$ cat src/rtl/i2c_tgt_pkg.sv
package i2c_tgt_pkg;

    localparam int BYTE_W = 8;
    localparam int CNT_W  = $clog2(BYTE_W);

    typedef enum logic [3:0] {
        S_IDLE,
        S_ADDR,
        S_ADDR_ACK,
        S_REG,
        S_REG_ACK,
        S_WDATA,
        S_WDATA_ACK,
        S_CONV_ARM,
        S_CONV_WAIT,
        S_LOAD,
        S_RDATA,
        S_RDATA_ACK
    } tgt_state_e;

    typedef struct packed {
        tgt_state_e        st;
        logic [CNT_W-1:0]  cnt;
        logic              full;
        logic [BYTE_W-1:0] sh;
        logic [BYTE_W-1:0] tx;
        logic [BYTE_W-1:0] ptr;
        logic              rw;
        logic              mack;
        logic              sda_low;
        logic              scl_low;
        logic              we;
        logic [BYTE_W-1:0] wdata;
        logic              conv;
    } tgt_regs_t;

endpackage

$ cat src/rtl/i2c_tgt_sync.sv
module i2c_tgt_sync #(
    parameter int STAGES = 2
) (
    input  logic clk,
    input  logic rst_n,
    input  logic scl_i,
    input  logic sda_i,
    output logic scl_s,
    output logic sda_s,
    output logic scl_rise,
    output logic scl_fall,
    output logic start_det,
    output logic stop_det
);
    localparam int LINES = 2;

    logic [LINES-1:0] raw;
    logic [LINES-1:0] line_s;
    logic [LINES-1:0] prev_d, prev_q;

    assign raw = {sda_i, scl_i};

    for (genvar g = 0; g < LINES; g++) begin : g_line
        logic [STAGES-1:0] ch_d, ch_q;

        always_comb ch_d = {ch_q[STAGES-2:0], raw[g]};

        always_ff @(posedge clk or negedge rst_n) begin
            if (!rst_n) ch_q <= '1;
            else        ch_q <= ch_d;
        end

        assign line_s[g] = ch_q[STAGES-1];
    end

    always_comb prev_d = line_s;

    always_ff @(posedge clk or negedge rst_n) begin
        if (!rst_n) prev_q <= '1;
        else        prev_q <= prev_d;
    end

    assign scl_s     = line_s[0];
    assign sda_s     = line_s[1];
    assign scl_rise  =  line_s[0] & ~prev_q[0];
    assign scl_fall  = ~line_s[0] &  prev_q[0];
    assign start_det =  line_s[0] &  prev_q[0] &  prev_q[1] & ~line_s[1];
    assign stop_det  =  line_s[0] &  prev_q[0] & ~prev_q[1] &  line_s[1];

endmodule

$ cat src/rtl/i2c_tgt_fsm.sv
module i2c_tgt_fsm
    import i2c_tgt_pkg::*;
#(
    parameter logic [5:0] ADDR_HI = 6'b001100
) (
    input  logic              clk,
    input  logic              rst_n,
    input  logic              scl_s,
    input  logic              sda_s,
    input  logic              scl_rise,
    input  logic              scl_fall,
    input  logic              start_det,
    input  logic              stop_det,
    input  logic              addr_sel_i,
    input  logic              hold_en_i,
    input  logic [BYTE_W-1:0] reg_rdata_i,
    input  logic              conv_busy_i,
    output logic              scl_drive_low_o,
    output logic              sda_drive_low_o,
    output logic [BYTE_W-1:0] reg_addr_o,
    output logic [BYTE_W-1:0] reg_wdata_o,
    output logic              reg_we_o,
    output logic              reg_re_o,
    output logic              conv_start_o
);
    localparam logic [CNT_W-1:0] LAST_BIT = CNT_W'(BYTE_W - 1);

    tgt_regs_t q, d;
    logic      go_read;
    logic      rx_state;

    assign rx_state = (q.st == S_ADDR) || (q.st == S_REG) || (q.st == S_WDATA);

    always_comb begin
        d       = q;
        d.we    = 1'b0;
        d.conv  = 1'b0;
        go_read = 1'b0;
        if (stop_det) begin
            d.st      = S_IDLE;
            d.full    = 1'b0;
            d.sda_low = 1'b0;
            d.scl_low = 1'b0;
        end else if (start_det) begin
            d.st      = S_ADDR;
            d.cnt     = '0;
            d.full    = 1'b0;
            d.sda_low = 1'b0;
            d.scl_low = 1'b0;
        end else if (rx_state) begin
            if (scl_rise) begin
                d.sh  = {q.sh[BYTE_W-2:0], sda_s};
                d.cnt = q.cnt + 1'b1;
                if (q.cnt == LAST_BIT) d.full = 1'b1;
            end else if (scl_fall && q.full) begin
                d.full = 1'b0;
                d.cnt  = '0;
                case (q.st)
                    S_ADDR: begin
                        if (q.sh[BYTE_W-1:1] == {ADDR_HI, addr_sel_i}) begin
                            d.sda_low = 1'b1;
                            d.rw      = q.sh[0];
                            d.st      = S_ADDR_ACK;
                        end else begin
                            d.st = S_IDLE;
                        end
                    end
                    S_REG: begin
                        if (!q.sh[BYTE_W-1]) begin
                            d.ptr     = q.sh;
                            d.sda_low = 1'b1;
                            d.st      = S_REG_ACK;
                        end else begin
                            d.st = S_IDLE;
                        end
                    end
                    default: begin
                        d.we      = 1'b1;
                        d.wdata   = q.sh;
                        d.sda_low = 1'b1;
                        d.st      = S_WDATA_ACK;
                    end
                endcase
            end
        end else begin
            case (q.st)
                S_ADDR_ACK: if (scl_fall) begin
                    d.sda_low = 1'b0;
                    if (q.rw) go_read = 1'b1;
                    else      d.st    = S_REG;
                end
                S_REG_ACK: if (scl_fall) begin
                    d.sda_low = 1'b0;
                    d.st      = S_WDATA;
                end
                S_WDATA_ACK: if (scl_fall) begin
                    d.sda_low = 1'b0;
                    d.ptr     = q.ptr + 1'b1;
                    d.st      = S_WDATA;
                end
                S_CONV_ARM:  d.st = S_CONV_WAIT;
                S_CONV_WAIT: if (!conv_busy_i) d.st = S_LOAD;
                S_LOAD: begin
                    d.tx      = reg_rdata_i;
                    d.sda_low = !reg_rdata_i[BYTE_W-1];
                    d.cnt     = '0;
                    d.st      = S_RDATA;
                end
                S_RDATA: begin
                    d.scl_low = 1'b0;
                    if (scl_rise) begin
                        d.cnt = q.cnt + 1'b1;
                        if (q.cnt == LAST_BIT) d.full = 1'b1;
                    end else if (scl_fall) begin
                        if (q.full) begin
                            d.full    = 1'b0;
                            d.sda_low = 1'b0;
                            d.st      = S_RDATA_ACK;
                        end else begin
                            d.tx      = {q.tx[BYTE_W-2:0], 1'b0};
                            d.sda_low = !q.tx[BYTE_W-2];
                        end
                    end
                end
                S_RDATA_ACK: begin
                    if (scl_rise) begin
                        d.mack = !sda_s;
                    end else if (scl_fall) begin
                        d.ptr = q.ptr + 1'b1;
                        if (q.mack) go_read = 1'b1;
                        else        d.st    = S_IDLE;
                    end
                end
                default: ;
            endcase
            if (go_read) begin
                if (hold_en_i) begin
                    d.conv    = 1'b1;
                    d.scl_low = 1'b1;
                    d.st      = S_CONV_ARM;
                end else begin
                    d.st = S_LOAD;
                end
            end
        end
    end

    always_ff @(posedge clk or negedge rst_n) begin
        if (!rst_n) begin
            q    <= '0;
            q.st <= S_IDLE;
        end else begin
            q <= d;
        end
    end

    assign scl_drive_low_o = q.scl_low;
    assign sda_drive_low_o = q.sda_low;
    assign reg_addr_o      = q.ptr;
    assign reg_wdata_o     = q.wdata;
    assign reg_we_o        = q.we;
    assign reg_re_o        = (q.st == S_LOAD);
    assign conv_start_o    = q.conv;

    // own SDA drive moves only while the synchronised SCL is low
    p_sda_edge_r6: assert property (@(posedge clk) disable iff (!rst_n)
        !$stable(sda_drive_low_o) |-> !scl_s);

    // clock holding starts only when the hold control is set
    p_hold_gate_r8: assert property (@(posedge clk) disable iff (!rst_n)
        $rose(scl_drive_low_o) |-> hold_en_i);

    // a conversion request keeps SCL held in the following cycle
    p_conv_hold_r8: assert property (@(posedge clk) disable iff (!rst_n)
        conv_start_o |=> scl_drive_low_o);

    // write strobe is a single-cycle pulse
    p_we_pulse_r4: assert property (@(posedge clk) disable iff (!rst_n)
        reg_we_o |=> !reg_we_o);

    // a stop releases both lines and writes nothing
    p_stop_release_r9: assert property (@(posedge clk) disable iff (!rst_n)
        stop_det |=> (!sda_drive_low_o && !scl_drive_low_o && !reg_we_o));

endmodule

$ cat src/rtl/i2c_reg_target.sv
module i2c_reg_target
    import i2c_tgt_pkg::*;
#(
    parameter logic [5:0] ADDR_HI     = 6'b001100,
    parameter int         SYNC_STAGES = 2
) (
    input  logic              clk,
    input  logic              rst_n,
    input  logic              scl_i,
    input  logic              sda_i,
    input  logic              addr_sel_i,
    input  logic              hold_en_i,
    output logic              scl_drive_low_o,
    output logic              sda_drive_low_o,
    output logic [BYTE_W-1:0] reg_addr_o,
    output logic [BYTE_W-1:0] reg_wdata_o,
    output logic              reg_we_o,
    output logic              reg_re_o,
    input  logic [BYTE_W-1:0] reg_rdata_i,
    output logic              conv_start_o,
    input  logic              conv_busy_i
);
    logic scl_s, sda_s, scl_rise, scl_fall, start_det, stop_det;

    i2c_tgt_sync #(.STAGES(SYNC_STAGES)) u_sync (
        .clk       (clk),
        .rst_n     (rst_n),
        .scl_i     (scl_i),
        .sda_i     (sda_i),
        .scl_s     (scl_s),
        .sda_s     (sda_s),
        .scl_rise  (scl_rise),
        .scl_fall  (scl_fall),
        .start_det (start_det),
        .stop_det  (stop_det)
    );

    i2c_tgt_fsm #(.ADDR_HI(ADDR_HI)) u_fsm (
        .clk             (clk),
        .rst_n           (rst_n),
        .scl_s           (scl_s),
        .sda_s           (sda_s),
        .scl_rise        (scl_rise),
        .scl_fall        (scl_fall),
        .start_det       (start_det),
        .stop_det        (stop_det),
        .addr_sel_i      (addr_sel_i),
        .hold_en_i       (hold_en_i),
        .reg_rdata_i     (reg_rdata_i),
        .conv_busy_i     (conv_busy_i),
        .scl_drive_low_o (scl_drive_low_o),
        .sda_drive_low_o (sda_drive_low_o),
        .reg_addr_o      (reg_addr_o),
        .reg_wdata_o     (reg_wdata_o),
        .reg_we_o        (reg_we_o),
        .reg_re_o        (reg_re_o),
        .conv_start_o    (conv_start_o)
    );

endmodule

$ cat config.mk
export PLATFORM = sky130hd
export DESIGN_NAME = i2c_reg_target
export DESIGN_NICKNAME = d
export VERILOG_FILES = /design/src/rtl/i2c_tgt_pkg.sv /design/src/rtl/i2c_tgt_sync.sv /design/src/rtl/i2c_tgt_fsm.sv /design/src/rtl/i2c_reg_target.sv
export SDC_FILE = /design/constraint.sdc
export NUM_CORES = 1
export LEC_CHECK = 0
export ABC_AREA = 0
export BUFFER_PORTS_ARGS = -buffer_cell sky130_fd_sc_hd__buf_2
export CORE_MARGIN = 1
export CORE_UTILIZATION = 52
export DETAILED_ROUTE_END_ITERATION = 8
export PLACE_DENSITY_LB_ADDON = 0.1
export SYNTH_ARGS = -nofsm -noshare
export SYNTH_HDL_FRONTEND = slang
export SYNTH_SLANG_ARGS = --single-unit
$ cat constraint.sdc
create_clock -name clk -period 2.1 [get_ports clk]
set_clock_uncertainty 0.2 [all_clocks]
set_input_delay 0.315 -clock clk [delete_from_list [all_inputs] [get_ports clk]]
set_output_delay 0.315 -clock clk [all_outputs]
set_load 0.02 [all_outputs]
==> flow_summary.yaml <==
floorplan:
  rows: 26
  placeableCoreArea_um2: 5200
  start_util: 0.552
  die_height_um: 76.3
  die_area_um2: 5830
  die_width_um: 76.3
  ios: 36
setup_path:
  start_kind: "flip-flop"
  cp_slowest_stage_delay_ns: 0.39
  worst-endpoint-arrival_ns: 1.69
  cpMaxStageDelayCell: "dfrtp_1"
  critPathKind: "reg -> out"
  timing.rr.end: "u_fsm.q[44]"
  path_cells: "buf_4 > buf_4 > nand2_1 > nor2_1 > buf_2"
  end_kind: "primary output"
  timing.reg2reg.worst_path_depth: 6
  crit_top_cell: "buf_4"
  rrSetupSlack_ns: -0.09
  crit_fanout: 12
  critical_path_required_ns: 1.58
  regToRegStartpoint: "u_fsm.q[45]"
finish:
  layout.core_utilization: 0.675
  layout.nets: 369
  mostFrequentLayoutCells: "45 x dfrtp_1, 40 x buf_4, 35 x buf_2"
  area_delta_synth_final_pct: 22.2
  antenna-diode-count: 0
  layoutNonFillerInstCount: 422
  post_route_cells_drive_above_1_share: 0.409
  layout_commonest_cell: "dfrtp_1"
synth:
  synth_xor_xnor_area_share: 0.00915
  synth_fp_nets: 310
  yosysWarnings: 0
  synth-adder-area-share: 0.0131
  synth_area_leader_cell: "dfrtp_1"
  synth.area.top_cells: "dfrtp_1 39%, o21ai_0 6.3%, mux2_2 6.3%, dfstp_2 5.5%, buf_4 5.0%"
  synth_enable_flop_cells: 0
  synth-seq-area-share: 0.447
  yosys-mux-area-fraction: 0.101
  syn_inst: 292
  syn_avg_cell_area_um2: 9.84
  synth_top_cell_area_share: 0.392
  synth_cell_types: 59
  synth_simple_gate_area_frac: 0.166
  synthArstFlopShare: 1.00
  cell_area_after_synthesis_um2: 2870
  synth_compound_area_frac: 0.168
  synth_flop_type: "dfrtp_1"
  postSynthRegisterBits: 51
  synth_top_family_by_area: "compound AO/OA/AOI/OAI gates"
timing:
  timing_worst_slew_pin_value_ns: 0.574
  max_slew_margin: 0.617
  setup_violations: 10
  grt_setup_unrepaired: "true"
  period_share: 1.05
  finalMaxSlewViolations: 0
  worst_slack_setup_final_ns: -0.106
  final_hold_viol_count: 0
  final_period_minus_worst_setup_slack_ns: 2.21
  max_freq_mhz: 453
hold_path:
  min_path_type: "in -> reg"
  hold_end: "u_fsm.q[22]"
  timing.hold.worst.start: "reg_rdata_i[0]"
  hold_path_depth: 3
placement:
  dp_slack_ns: -0.116
  detailedPlacementHpwl_um: 4650
  globalplace.congestion: 0.981
  portBuffers: 35
  numPlacedInstances: 403
power_and_ir_drop:
  irDropWorstVdd_uv: 520
  power.density_nw_per_um2: 1180
  p_leak_uw: 0.00169
detailed_routing:
  post_drt_wl_per_cell_um: 16.1
  routed-via-count: 2320
  drt_pre_antenna_iters: 5
  drt_iter0_markers: 157
  postRouteWirelength_um: 6800
  ant_nets: 0
  detail_route.drc_violations: 0
  vias_per_cell: 5.50
flow_run:
  cap_violations: 0
clocking:
  cts-buffers-inserted: 5
  insertion_delay_ns: 0.31
  clk_pin_slew_ns: 0.10
  cts_tree: "built"
  clock_tree_root_driver_cell: "clkbuf_8"
  maximum_clock_insertion_buffer_count: 2
  sinks_on_the_clock_net: 51
  cts_htree_levels: 2
outcome:
  failing_checks: "setup timing"
  status: "finished, violations left"
global_route:
  globalRouteTotalUtil: 0.244
  antenna_found_initial: 0
  grt_pass1_vias: 2239
  grt_start_max_net_pins: 29
  global_route_wire_length_before_repair_um: 11100
  remaining_overflow_grt: 0
[cell usage after synthesis, drive strengths merged (2+ instances only)]
cell    count
clkbuf      7
or2b        2
nor2       22
buf        25
o21ai      40
mux2i       8
ha          3
and2        4
nand2      29
nor2b       5
a31oi       2
nor4        2
o22ai       2
xnor2       2
nand4       2
dfstp       6
a22oi       2
nor3        5
inv         8
nand3       9
nand2b      3
a21oi      15
dfrtp      45
o31ai       2
mux2       18
or3         2
[cell families after synthesis]
family / Yosys count
and+or+nand+nor: 93
AOI/OAI and AO/OA: 76
DFF: 51
buffers and inverters: 40
muxes: 26
xor gates and xnor gates: 3
adders and majority gates: 3
[layout make-up]
type | count | area [um^2]
timing repair buffer | 84 | 582
multi-input combinational | 201 | 1390
inverter | 8 | 30.0
fill | 446 | 1690
clock inverter | 3 | 71.3
tap | 70 | 87.6
clock buffer | 5 | 68.8
sequential | 51 | 1280
[metal layers]
metal / GRT usage / vias to the layer above / part of all wire
li1: - / 1138 / -
met1: 0.350 / 1101 / 0.48
met2: 0.375 / 71 / 0.46
met3: 0.0383 / 10 / 0.047
met4: 0.0827 / 0 / 0.015
met5: 0 / - / 0
[through the flow]
step	cell area [um^2]	total power, uW	TNS, ns	hold slack (ns)
2_1_floorplan	2880	2570	-0.283	-0.181
3_3_place_gp	3190	3110	-0.741	0.144
3_5_place_dp	3190	3110	-1.43	0.144
4_1_cts	3440	4080	-0.256	0.0165
5_1_grt	3510	4420	-2.24	0.0515
6_report	3510	4160	-0.486	0.0239
[repair_timing]
action / in CTS / in global routing
setup endpoints to repair: 30 / 33
pin swaps: 3 / 5
gates cloned: 1 / 0
resized for setup: 16 / 20
hold buffers: 3 / 0
endpoints found under the hold margin: 19 / 0
setup buffers: 4 / 3
[worst max-delay path, delay by kind of cell, from the launching register on]
kind                   cells  cell delay, ns
and+or+nand+nor            2            0.41
buffers and inverters      3            0.58
DFF                        1            0.39
[sequential cells by signal (all words and copies together) (netlist names)]
signal / cells
u_fsm.conv_start_o: 1
u_fsm.q: 25
u_fsm.reg_addr_o: 8
u_fsm.reg_wdata_o: 8
u_fsm.reg_we_o: 1
u_fsm.scl_drive_low_o: 1
u_fsm.sda_drive_low_o: 1
u_sync.g_line.ch_q: 4
u_sync.prev_q: 2
[report_power, final]
group | total (uW) | switching [uW] | leakage (uW) | internal, uW
clock network | 838 | 354 | 0.0000703 | 484
registers | 1440 | 233 | 0.000645 | 1210
logic | 1880 | 966 | 0.000971 | 918
total | 4160 | 1550 | 0.00169 | 2610
[worst max-delay path by stage]
stage | start | to | slack (ns) | depth (start not counted)
after floorplan | u_fsm.q[42] | u_fsm.q[44] | -0.14 | 7
after global placement | u_fsm.q[45] | u_fsm.q[44] | -0.07 | 6
after detailed placement | u_fsm.q[45] | u_fsm.q[26] | -0.12 | 7
after CTS | u_fsm.q[45] | u_fsm.q[44] | -0.07 | 6
after global routing | u_fsm.q[45] | u_fsm.q[44] | -0.18 | 6
final | u_fsm.q[42] | reg_re_o | -0.11 | 5
Power figures use the tool's default switching activity.
